## src/rtl/prog_tick_pkg.sv

```systemverilog
package prog_tick_pkg;

  typedef struct packed {
    logic accept;
    logic wrDiv;
    logic lockNext;
    logic restart;
  } ctrlStrobes_t;

endpackage

```

## src/rtl/prog_tick_ctrl.sv

```systemverilog
module prog_tick_ctrl
  import prog_tick_pkg::*;
(
  input  logic         clk,
  input  logic         rstN,
  input  logic         specialMode,
  input  logic         cmdBusy,
  input  logic         regSel,
  input  logic         wrEn,
  input  logic         wrLockBit,
  input  logic         curLock,
  output ctrlStrobes_t strobes
);

  logic accepted;
  logic divOpen;

  assign accepted = regSel && wrEn && !cmdBusy;
  assign divOpen  = specialMode || !curLock;

  always_comb begin
    strobes.accept   = accepted;
    strobes.wrDiv    = accepted && divOpen;
    strobes.restart  = accepted && divOpen;
    if (!accepted)        strobes.lockNext = curLock;
    else if (specialMode) strobes.lockNext = wrLockBit;
    else                  strobes.lockNext = curLock | wrLockBit;
  end

  p_busy_drops_r6: assert property (@(posedge clk) disable iff (!rstN)
    cmdBusy |-> !strobes.accept && !strobes.wrDiv);

  p_select_needed_r9: assert property (@(posedge clk) disable iff (!rstN)
    !(regSel && wrEn) |-> !strobes.accept);

endmodule

```

## src/rtl/prog_tick_dp.sv

```systemverilog
module prog_tick_dp
  import prog_tick_pkg::*;
#(
  parameter int DivW = 6,
  localparam int RegW = DivW + 2
) (
  input  logic            clk,
  input  logic            rstN,
  input  logic            specialMode,
  input  ctrlStrobes_t    strobes,
  input  logic [DivW-1:0] wrDiv,
  output logic            lockOut,
  output logic [RegW-1:0] regValue,
  output logic            tickEn
);

  logic            loadedQ;
  logic            lockQ;
  logic [DivW-1:0] divQ;
  logic [DivW-1:0] cntQ;

  always_ff @(posedge clk or negedge rstN) begin
    if (!rstN) begin
      loadedQ <= 1'b0;
      lockQ   <= 1'b0;
      divQ    <= '0;
    end else begin
      if (strobes.accept) loadedQ <= 1'b1;
      lockQ <= strobes.lockNext;
      if (strobes.wrDiv) divQ <= wrDiv;
    end
  end

  always_ff @(posedge clk or negedge rstN) begin
    if (!rstN)                cntQ <= '0;
    else if (strobes.restart) cntQ <= '0;
    else if (cntQ >= divQ)    cntQ <= '0;
    else                      cntQ <= cntQ + 1'b1;
  end

  assign tickEn   = (cntQ == divQ);
  assign lockOut  = lockQ;
  assign regValue = {loadedQ, lockQ, divQ};

  p_loaded_sticky_r2: assert property (@(posedge clk) disable iff (!rstN)
    loadedQ |=> loadedQ);

  p_lock_sticky_r3: assert property (@(posedge clk) disable iff (!rstN)
    (lockQ && !specialMode) |=> lockQ);

  p_div_frozen_r4: assert property (@(posedge clk) disable iff (!rstN)
    (lockQ && !specialMode) |=> $stable(divQ));

  p_count_in_range_r7: assert property (@(posedge clk) disable iff (!rstN)
    cntQ <= divQ);

  p_tick_single_r7: assert property (@(posedge clk) disable iff (!rstN)
    (tickEn && divQ != '0 && !strobes.restart) |=> !tickEn);

  p_restart_zero_r8: assert property (@(posedge clk) disable iff (!rstN)
    strobes.restart |=> cntQ == '0);

endmodule

```

## src/rtl/prog_tick_divider.sv

```systemverilog
module prog_tick_divider
  import prog_tick_pkg::*;
#(
  parameter int DivW = 6,
  localparam int RegW = DivW + 2
) (
  input  logic            clk,
  input  logic            rstN,
  input  logic            specialMode,
  input  logic            cmdBusy,
  input  logic            regSel,
  input  logic            wrEn,
  input  logic [RegW-1:0] wrData,
  output logic [RegW-1:0] rdData,
  output logic            tickEn
);

  ctrlStrobes_t strobes;
  logic         curLock;
  logic [RegW-1:0] regValue;
  logic         unusedTop;

  assign unusedTop = wrData[RegW-1];

  prog_tick_ctrl u_ctrl (
    .clk        (clk),
    .rstN       (rstN),
    .specialMode(specialMode),
    .cmdBusy    (cmdBusy),
    .regSel     (regSel),
    .wrEn       (wrEn),
    .wrLockBit  (wrData[RegW-2]),
    .curLock    (curLock),
    .strobes    (strobes)
  );

  prog_tick_dp #(.DivW(DivW)) u_dp (
    .clk        (clk),
    .rstN       (rstN),
    .specialMode(specialMode),
    .strobes    (strobes),
    .wrDiv      (wrData[DivW-1:0]),
    .lockOut    (curLock),
    .regValue   (regValue),
    .tickEn     (tickEn)
  );

  assign rdData = regValue;

  p_bit7_ignores_data_r2: assert property (@(posedge clk) disable iff (!rstN)
    (regSel && wrEn && !cmdBusy && !unusedTop) |=> rdData[RegW-1]);

  p_busy_holds_reg_r6: assert property (@(posedge clk) disable iff (!rstN)
    cmdBusy |=> $stable(rdData));

endmodule

```

## config.mk

```make
export PLATFORM = sky130hd
export DESIGN_NAME = prog_tick_divider
export DESIGN_NICKNAME = d
export VERILOG_FILES = /design/src/rtl/prog_tick_pkg.sv /design/src/rtl/prog_tick_ctrl.sv /design/src/rtl/prog_tick_dp.sv /design/src/rtl/prog_tick_divider.sv
export SDC_FILE = /design/constraint.sdc
export NUM_CORES = 1
export LEC_CHECK = 0
export BUFFER_PORTS_ARGS = -buffer_cell sky130_fd_sc_hd__buf_4
export CORE_UTILIZATION = 45
export CTS_BUF_LIST = sky130_fd_sc_hd__clkbuf_4 sky130_fd_sc_hd__clkbuf_8
export DETAILED_ROUTE_END_ITERATION = 7
export PLACE_DENSITY = 0.75
export SLEW_MARGIN = 20
export SYNTH_ARGS = -nofsm -noshare
export SYNTH_HDL_FRONTEND = slang
export SYNTH_SLANG_ARGS = --single-unit
```

## constraint.sdc

```tcl
create_clock -name clk -period 1.9 [get_ports clk]
set_clock_uncertainty 0.2 [all_clocks]
set_input_delay 0 -clock clk [delete_from_list [all_inputs] [get_ports clk]]
set_output_delay 0 -clock clk [all_outputs]
set_load 0.1 [all_outputs]
```

==> impl_metrics.json, run 1 <==
{
  "io_pins": 23,
  "power_switching_share_pct": 46.0,
  "leakagePower_nw": 0.550,
  "antenna_found_initial": 0,
  "dp_hpwl_mm": 1.09,
  "hold_viol": 0,
  "hold_depth": 4,
  "final_nets": 136,
  "grt_pass1_vias": 643,
  "synthTopCellsByCount": "14 x dfrtp_1, 9 x nand2_1, 7 x ha_1, 7 x inv_1",
  "critPathKind": "in2reg",
  "core-area_um2": 1510,
  "routed_wl_mm": 1.90,
  "worstHoldStart": "cmdBusy",
  "ir_drop_uv": 774,
  "clkPwrFrac_pct": 16.1,
  "dr.pass1.iters": 4,
  "grtUsageMet1_pct": 28.2,
  "synth_cell_types": 23,
  "yosys.area_share.adder_pct": 12.1,
  "die_h_um": 42.1,
  "p_sw_mw": 0.634,
  "final_util_pct": 79.6,
  "grt-ovfl-total": 0,
  "synth_compound_gate_area_share_pct": 11.4,
  "relSlewSlack_pct": 56.1,
  "crit_arrival_ns": 1.81,
  "yosysSeqAreaShare_pct": 48.4,
  "tightestPinTransition_ns": 0.657,
  "synth-main-ff-cell": "dfrtp_1",
  "status": "completed",
  "grt_max_degree": 15,
  "netlist.area_leader.share_pct": 48.4,
  "post-route-min-period_ns": 1.80,
  "worstReg2RegStart": "u_dp.divQ[2]",
  "grtUsageMet2_pct": 36.3,
  "synthCells": 71,
  "num_vias": 673,
  "ys_warn_count": 0,
  "r2r_end": "u_dp.cntQ[2]",
  "synth-seq-cells": 14,
  "yosys.area_share.simple_pct": 15.5,
  "internal_power_mw": 0.744,
  "powerDensity_nw_per_um2": 1150,
  "final_antenna_net_count": 0,
  "dieArea_um2": 1770,
  "max_stage_delay_ns": 0.56,
  "crit_fanout": 5,
  "drc_errors": 0,
  "start_util_pct": 48.1,
  "yosysMostFrequentCell": "dfrtp_1",
  "crit_chain": "dlygate4sd3_1 > buf_4 > and3b_2 > a21boi_4 > nand2_1 > dlygate4sd3_1 > o21ai_0",
  "yosysTopAreaCell": "dfrtp_1",
  "cts-root-buf": "clkbuf_4",
  "synthArstFlopShare_pct": 100,
  "cts_tree": "built",
  "synth.avg_cell_area_um2": 10.2,
  "synth_top_family_by_area": "simple AND/OR/NAND/NOR gates",
  "pwr-share-seq_pct": 33.6,
  "startpoint_type": "input pin",
  "synthesis.nets": 92,
  "via_per_inst": 5.18,
  "use_met3_pct": 5.60,
  "r2r_slack_ns": 0.1,
  "ctsHtreeMaxLevel": 1,
  "fmax_mhz": 554,
  "drtIter0Drc": 12,
  "busiest_layer": "met2",
  "crit_required_ns": 1.91,
  "portBuffers": 21,
  "grtUsageTotal_pct": 22.0,
  "cts.sinks": 14,
  "n_antenna_cell": 0,
  "cts_buffer_depth": 2,
  "p_comb_share_pct": 50.3,
  "grt_pass1_wl_mm": 2.90,
  "cts_made_buffers": 3,
  "cap_violations": 0,
  "post_dp_cell_area_um2": 953,
  "row_count": 14,
  "final_area_um2": 1200,
  "clock_latency_ns": 0.29,
  "period_share_pct": 94.9,
  "wl_per_cell_um": 14.6,
  "synth_xor_area_share_pct": 4.84,
  "drive_gt1_share_pct": 42.1,
  "hp-class": "in2reg",
  "rsz0062_at_grt": "false",
  "finalSetupViolCount": 0,
  "globalplace.congestion": 0.756,
  "cts.clk_slew.worst_paths_ns": 0.09,
  "cp_slowest_cell": "dlygate4sd3_1",
  "die_w_um": 42.1,
  "cp-end-kind": "flip-flop",
  "drv_slew": 0,
  "worstRegToRegCells": 6,
  "netlist_top_cells_area": "dfrtp_1 48%, ha_1 12%, nand2_1 4.7%",
  "finalPower_mw": 1.38,
  "syn2layout_area_growth_pct": 65.5,
  "min_to": "u_dp.divQ[5]",
  "synth_edf_count": 0,
  "muxShareOfSynthArea_pct": 1.55,
  "synth_area_um2": 724,
  "cpMostUsedCell": "dlygate4sd3_1"
}
layout by cell type, fill, tap and decap left out, types with 2 or more instances in the layout:
cell	count
buf_4	24
clkbuf_4	3
dfrtp_1	8
dfrtp_4	5
dlygate4sd3_1	15
ha_1	4
ha_4	3
inv_1	3
inv_2	2
inv_4	2
nand2_1	9
nand3_1	3
nor2_1	2
nor3_1	5
o21ai_0	4
xnor2_1	2
xor2_1	2
flip-flops by register name, indices dropped and copies added (netlist names):
signal / count
u_dp.loadedQ: 1
u_dp.cntQ: 6
u_dp.divQ: 6
u_dp.lockOut: 1
metal layers:
metal / vias to the layer above / routed length [µm]
met5: - / 0
met4: 0 / 31
met3: 5 / 87
met2: 23 / 949
met1: 319 / 826
li1: 326 / -
metrics by stage:
stage	worst slack (ns)	cells	TNS [ns]	hold WS (ns)
3_3_place_gp	0.130	105	0	-0.343
2_1_floorplan	-0.375	71	-2.24	-0.496
3_5_place_dp	0.0849	105	0	-0.344
4_1_cts	0.0475	125	0	0.139
5_1_grt	0.0194	130	0	0.199
6_report	0.0964	130	0	0.183
layout make-up:
class                      count  area [µm²]
multi-input combinational     48         387
sequential                    14         370
timing repair buffer          41         354
fill                          84         308
clock buffer                   4        36.3
inverter                       7        31.3
tap                           16        20.0
kinds of logic after synthesis:
kind of cell / Yosys count
AND/OR/NAND/NOR: 24
flip-flops: 14
AO/OA/AOI/OAI: 11
buffers and inverters: 10
adder cells (fa/ha/maj): 7
XOR/XNOR: 4
multiplexers: 1
power by group through the flow:
| stage | Clock, mW | Combinational (mW) | Sequential, mW |
|---|---|---|---|
| 3_3_place_gp | 0 | 0.634 | 0.463 |
| 3_5_place_dp | 0 | 0.647 | 0.466 |
| 6_report | 0.222 | 0.693 | 0.464 |
| 4_1_cts | 0.225 | 0.678 | 0.459 |
| 5_1_grt | 0.240 | 0.740 | 0.476 |
| 2_1_floorplan | 0 | 0.323 | 0.654 |
critical path: cells and delay by family:
family	cells	cell delay [ns]
AOI/OAI and AO/OA	2	0.33
and+or+nand+nor	2	0.30
buffers and inverters	3	1.19
worst max-delay path by stage:
stage / startpoint / endpoint / slack, ns / depth (start not counted)
floorplan: u_dp.divQ[5] / u_dp.cntQ[0] / -0.37 / 6
global placement: u_dp.divQ[2] / u_dp.cntQ[0] / 0.13 / 6
detailed placement: u_dp.divQ[2] / u_dp.cntQ[4] / 0.08 / 6
CTS: wrEn / u_dp.divQ[1] / 0.05 / 7
global route: u_dp.divQ[2] / u_dp.cntQ[0] / 0.02 / 6
finish: wrEn / u_dp.divQ[1] / 0.1 / 7
what timing repair did:
| item | in CTS | in global routing |
|---|---|---|
| setup endpoints to repair | 0 | 8 |
| buffers inserted | 0 | 4 |
| hold buffers | 16 | 0 |
| gates resized for setup | 0 | 4 |
| hold endpoints to repair | 22 | 0 |
No activity file was read; power rests on OpenSTA's default activity.
==> run 2, diff against run 1 <==
--- a/config.mk
+++ b/config.mk
@@ -9,7 +9,9 @@
 export CORE_UTILIZATION = 45
 export CTS_BUF_LIST = sky130_fd_sc_hd__clkbuf_4 sky130_fd_sc_hd__clkbuf_8
 export DETAILED_ROUTE_END_ITERATION = 7
+export GPL_TIMING_DRIVEN = 0
 export PLACE_DENSITY = 0.75
+export SETUP_SLACK_MARGIN = 0.3
 export SLEW_MARGIN = 20
 export SYNTH_ARGS = -nofsm -noshare
 export SYNTH_HDL_FRONTEND = slang
==> run 2 against run 1 <==
Combinational power up 4.8%; die area stayed put; wire length down 14%; total power down 1.5%; worst hold slack worse by 0.14 ns.
==> impl_metrics.json, run 2 (same netlist as run 1, synthesis figures left out) <==
{
  "status": "completed",
  "powerDensity_nw_per_um2": 1190,
  "row_count": 14,
  "startpoint_type": "flip-flop",
  "antenna_found_initial": 0,
  "cts_buffer_depth": 2,
  "crit_fanout": 6,
  "period_share_pct": 95.3,
  "post-route-min-period_ns": 1.81,
  "clkPwrFrac_pct": 12.5,
  "cts.clk_slew.worst_paths_ns": 0.08,
  "die_h_um": 42.1,
  "p_comb_share_pct": 53.5,
  "fin_tns_setup_ns": 0,
  "fmax_mhz": 552,
  "grt-ovfl-total": 0,
  "tightestPinTransition_ns": 0.355,
  "portBuffers": 21,
  "final_cell_mix": "22 x buf_4, 11 x dlygate4sd3_1, 8 x dfrtp_1, 7 x nand2_1",
  "final_nets": 129,
  "final_area_um2": 1140,
  "p_sw_mw": 0.641,
  "cts-root-buf": "clkbuf_4",
  "cp-end-kind": "flip-flop",
  "num_vias": 619,
  "dieArea_um2": 1770,
  "final_util_pct": 75.4,
  "start_util_pct": 48.1,
  "drv_slew": 0,
  "core-area_um2": 1510,
  "grt_pass1_wl_mm": 2.66,
  "num-fill-cells": 103,
  "drive_gt1_share_pct": 47.2,
  "cts_tree": "built",
  "power_switching_share_pct": 47.3,
  "ir_drop_uv": 770,
  "rsz0062_at_grt": "true",
  "cap_violations": 0,
  "ctsHtreeMaxLevel": 1,
  "globalplace.congestion": 0.784,
  "io_pins": 23,
  "crit_arrival_ns": 1.82,
  "hold_viol": 0,
  "post_dp_cell_area_um2": 972,
  "routed_wl_mm": 1.62,
  "n_antenna_cell": 0,
  "clock_latency_ns": 0.28,
  "hp-class": "in2reg",
  "dr.pass1.iters": 4,
  "pwr-share-seq_pct": 34.0,
  "relSlewSlack_pct": 76.3,
  "reg.largest.list": "u_dp.cntQ: 6 flops, u_dp.divQ: 6 flops",
  "final_antenna_net_count": 0,
  "crit_required_ns": 1.91,
  "finalSetupViolCount": 0,
  "cts.sinks": 14,
  "final_common_cell": "buf_4",
  "cts_made_buffers": 3,
  "syn2layout_area_growth_pct": 56.8,
  "grt_pass1_vias": 624,
  "leakagePower_nw": 0.511,
  "wl_per_cell_um": 13.3,
  "via_per_inst": 5.07,
  "die_w_um": 42.1,
  "grt_max_degree": 15,
  "multi_input_area_um2": 399,
  "critPathKind": "reg2reg",
  "drtIter0Drc": 4,
  "regArea_um2": 370,
  "cts_setup_buffers": 0,
  "dp_hpwl_mm": 1.15,
  "grtUsageTotal_pct": 20.8,
  "drc_errors": 0,
  "internal_power_mw": 0.715
}
## run 2: critical path, cell delays in order, from the launching register on
cell,delay [ns]
dfrtp_4,0.50
inv_4,0.07
ha_4,0.19
a21o_1,0.15
a311o_2,0.45
nor3_2,0.17
## run 2: routing by layer
metal  part of all wire [%]  track usage [%]  vias up
met5                      0                0        -
li1                       -                -      307
met4                    2.5             13.1        0
met3                    3.9             2.59        4
met2                     52             35.9       13
met1                     41             24.3      295
## run 2: through the flow
step / power [mW] / instances / hold WS, ns / setup WS [ns]
after floorplan: 0.977 / 71 / -0.496 / -0.375
after global placement: 1.10 / 108 / -0.343 / 0.116
after detailed placement: 1.12 / 108 / -0.340 / 0.0623
after CTS: 1.32 / 122 / 0.0446 / 0.103
after global routing: 1.43 / 122 / 0.0694 / 0.0432
final: 1.36 / 122 / 0.0456 / 0.0887
## run 2: final timing paths
kind / cells after the start / endpoint / slack, ns / from
worst max-delay path: 5 / u_dp.cntQ[2] / 0.09 / u_dp.divQ[3]
worst min-delay path: 4 / u_dp.divQ[0] / 0.05 / specialMode
worst max register to register: 5 / u_dp.cntQ[2] / 0.09 / u_dp.divQ[3]
worst min register to register: 1 / u_dp.loadedQ / 0.27 / u_dp.loadedQ
max in group asynchronous: 3 / u_dp.divQ[4] / 0.88 / rstN
min in group asynchronous: 3 / u_dp.loadedQ / 0.43 / rstN
## run 2: repair_timing
action / CTS / global route
hold buffers: 11 / 1
endpoints found under the hold margin: 22 / 14
gates resized for setup: 3 / 6
pin swaps: 3 / 3
endpoints found under the setup margin: 7 / 13
## run 2: power by group through the flow
stage | logic (mW) | clock network, mW | registers, mW
final | 0.726 | 0.170 | 0.461
after global routing | 0.780 | 0.181 | 0.473
after CTS | 0.693 | 0.171 | 0.457
after detailed placement | 0.660 | 0 | 0.464
after global placement | 0.641 | 0 | 0.463
after floorplan | 0.323 | 0 | 0.654
## run 2: layout make-up
type,instances,area share (%)
clock buffers,3,1.98
plain buffers,3,1.65
flip-flops and latches,14,32.6
repair buffers,32,23.9
multi-input cells,47,35.1
inverters,7,2.97
well taps,16,1.76
==> run 3, diff against run 2 <==
==> constraint.sdc (replaced) <==
create_clock -name clk -period 2.3 [get_ports clk]
set_clock_uncertainty 0.2 [all_clocks]
set_input_delay 0 -clock clk [delete_from_list [all_inputs] [get_ports clk]]
set_output_delay 0 -clock clk [all_outputs]
set_load 0.1 [all_outputs]
==> run 3 against run 2 <==
Sequential share of layout area grew 0.62 points; final cell count grew 0.82%; die area is the same; combinational power shrank 23%; wire length shrank 3.6%; clock power shrank 16%; worst setup slack gained 0.36 ns; global-route usage shrank 0.18 points; count of clock-buffer cells in the layout is the same; first-iteration DRC count is the same; largest cell class unchanged; largest power group unchanged.
==> impl_metrics.json, run 3 (same netlist as run 1, synthesis figures left out) <==
{
  "status": "completed",
  "grt-ovfl-total": 0,
  "relSlewSlack_pct": 57.0,
  "internal_power_mw": 0.573,
  "ctsHtreeMaxLevel": 1,
  "row_count": 14,
  "drtIter0Drc": 4,
  "final_area_um2": 1110,
  "routed_wl_mm": 1.57,
  "dp_hpwl_mm": 1.15,
  "startpoint_type": "flip-flop",
  "die_h_um": 42.1,
  "syn2layout_area_growth_pct": 53.9,
  "start_util_pct": 48.1,
  "cts-root-buf": "clkbuf_4",
  "cts_buffer_depth": 2,
  "cp-end-kind": "flip-flop",
  "finalSetupViolCount": 0,
  "clkPwrFrac_pct": 13.1,
  "hold_ws_ns": 0.0387,
  "tightestPinTransition_ns": 0.643,
  "io_pins": 23,
  "antenna_found_initial": 0,
  "n_antenna_cell": 0,
  "grt_pass1_wl_mm": 2.62,
  "hold_viol": 0,
  "cts.clk_slew.worst_paths_ns": 0.08,
  "die_w_um": 42.1,
  "finalPower_mw": 1.08,
  "drc_errors": 0,
  "crit_start": "u_dp.divQ[2]",
  "cp_slowest_cell": "dfrtp_4",
  "drive_gt1_share_pct": 40.2,
  "final_antenna_net_count": 0,
  "pwr-share-seq_pct": 35.0,
  "crit_chain": "inv_2 > ha_1 > nand4_1 > nor2_4 > a311o_1 > nor3_1",
  "dieArea_um2": 1770,
  "final_cell_mix": "23 x buf_4, 12 x dlygate4sd3_1, 9 x nand2_1, 8 x dfrtp_1",
  "leakagePower_nw": 0.516,
  "fmax_mhz": 540,
  "final_common_cell": "buf_4",
  "wl_per_cell_um": 12.7,
  "cap_violations": 0,
  "hp-class": "in2reg",
  "portBuffers": 21,
  "clock_latency_ns": 0.29,
  "crit_required_ns": 2.30,
  "critPathKind": "reg2reg",
  "ir_drop_uv": 601,
  "p_comb_share_pct": 51.9,
  "cts_made_buffers": 3,
  "worstReg2RegStart": "u_dp.divQ[2]",
  "core-area_um2": 1510,
  "max_stage_delay_ns": 0.48,
  "grt_max_degree": 15,
  "worstHoldStart": "specialMode",
  "post-route-min-period_ns": 1.85,
  "cts.sinks": 14,
  "crit_fanout": 6,
  "crit_arrival_ns": 1.85,
  "via_per_inst": 5.08,
  "rsz0062_at_grt": "false",
  "powerDensity_nw_per_um2": 970,
  "drv_slew": 0,
  "power_switching_share_pct": 47.0,
  "post_dp_cell_area_um2": 972,
  "final_nets": 130,
  "p_sw_mw": 0.508,
  "reg.largest.list": "u_dp.cntQ: 6 flops, u_dp.divQ: 6 flops",
  "cts_tree": "built",
  "final_util_pct": 74.0,
  "grt_pass1_vias": 633,
  "fin_tns_setup_ns": 0,
  "num_vias": 625,
  "period_share_pct": 80.5,
  "globalplace.congestion": 0.784,
  "dr.pass1.iters": 4,
  "grtUsageTotal_pct": 20.6
}
-- run 3: final cells by class --
class / count / area (µm²)
Multi-Input combinational cell: 47 / 374
Tap cell: 16 / 20.0
Buffer: 3 / 18.8
Clock buffer: 3 / 22.5
Inverter: 7 / 31.3
Sequential cell: 14 / 370
Fill cell: 105 / 392
Timing Repair Buffer: 33 / 278
-- run 3: what timing repair did --
action | in CTS | in global routing
resized for setup | 0 | 0
hold buffers | 12 | 0
endpoints found under the hold margin | 22 | 0
buffers inserted | 0 | 0
-- run 3: final timing paths --
check                               endpoint  depth (start not counted)  slack (ns)
worst max-delay path            u_dp.cntQ[3]                          6        0.45
worst min-delay path            u_dp.divQ[0]                          4        0.04
worst max register to register  u_dp.cntQ[3]                          6        0.45
worst min register to register  u_dp.loadedQ                          1        0.27
max in group asynchronous       u_dp.divQ[4]                          3        0.82
min in group asynchronous       u_dp.loadedQ                          3        0.60
-- run 3: through the flow --
stage,worst slack (ns),cells
final,0.449,123
after global routing,0.359,123
after global placement,0.516,108
after floorplan,0.0255,71
after detailed placement,0.462,108
after CTS,0.442,123
-- run 3: layer usage --
metal / vias up / part of all wire [%] / wire length [µm] / track usage [%]
met3: 5 / 5.0 / 78 / 2.59
met1: 291 / 40 / 621 / 23.4
met4: 0 / 2.8 / 44 / 13.1
li1: 310 / - / - / -
met2: 19 / 52 / 820 / 36.3
met5: - / 0 / 0 / 0
-- run 3: power by group through the flow --
stage,combinational [mW],sequential (mW),clock [mW]
floorplan,0.267,0.540,0
global placement,0.530,0.382,0
detailed placement,0.545,0.383,0
CTS,0.565,0.378,0.141
global route,0.606,0.388,0.150
finish,0.561,0.378,0.142
-- run 3: worst max-delay path: cells and delay by family, from the launching register on --
kind	cells	cell delay [ns]
buf+inv	1	0.06
flops	1	0.48
fa+ha+maj	1	0.22
simple gates	3	0.39
compound gates	1	0.40
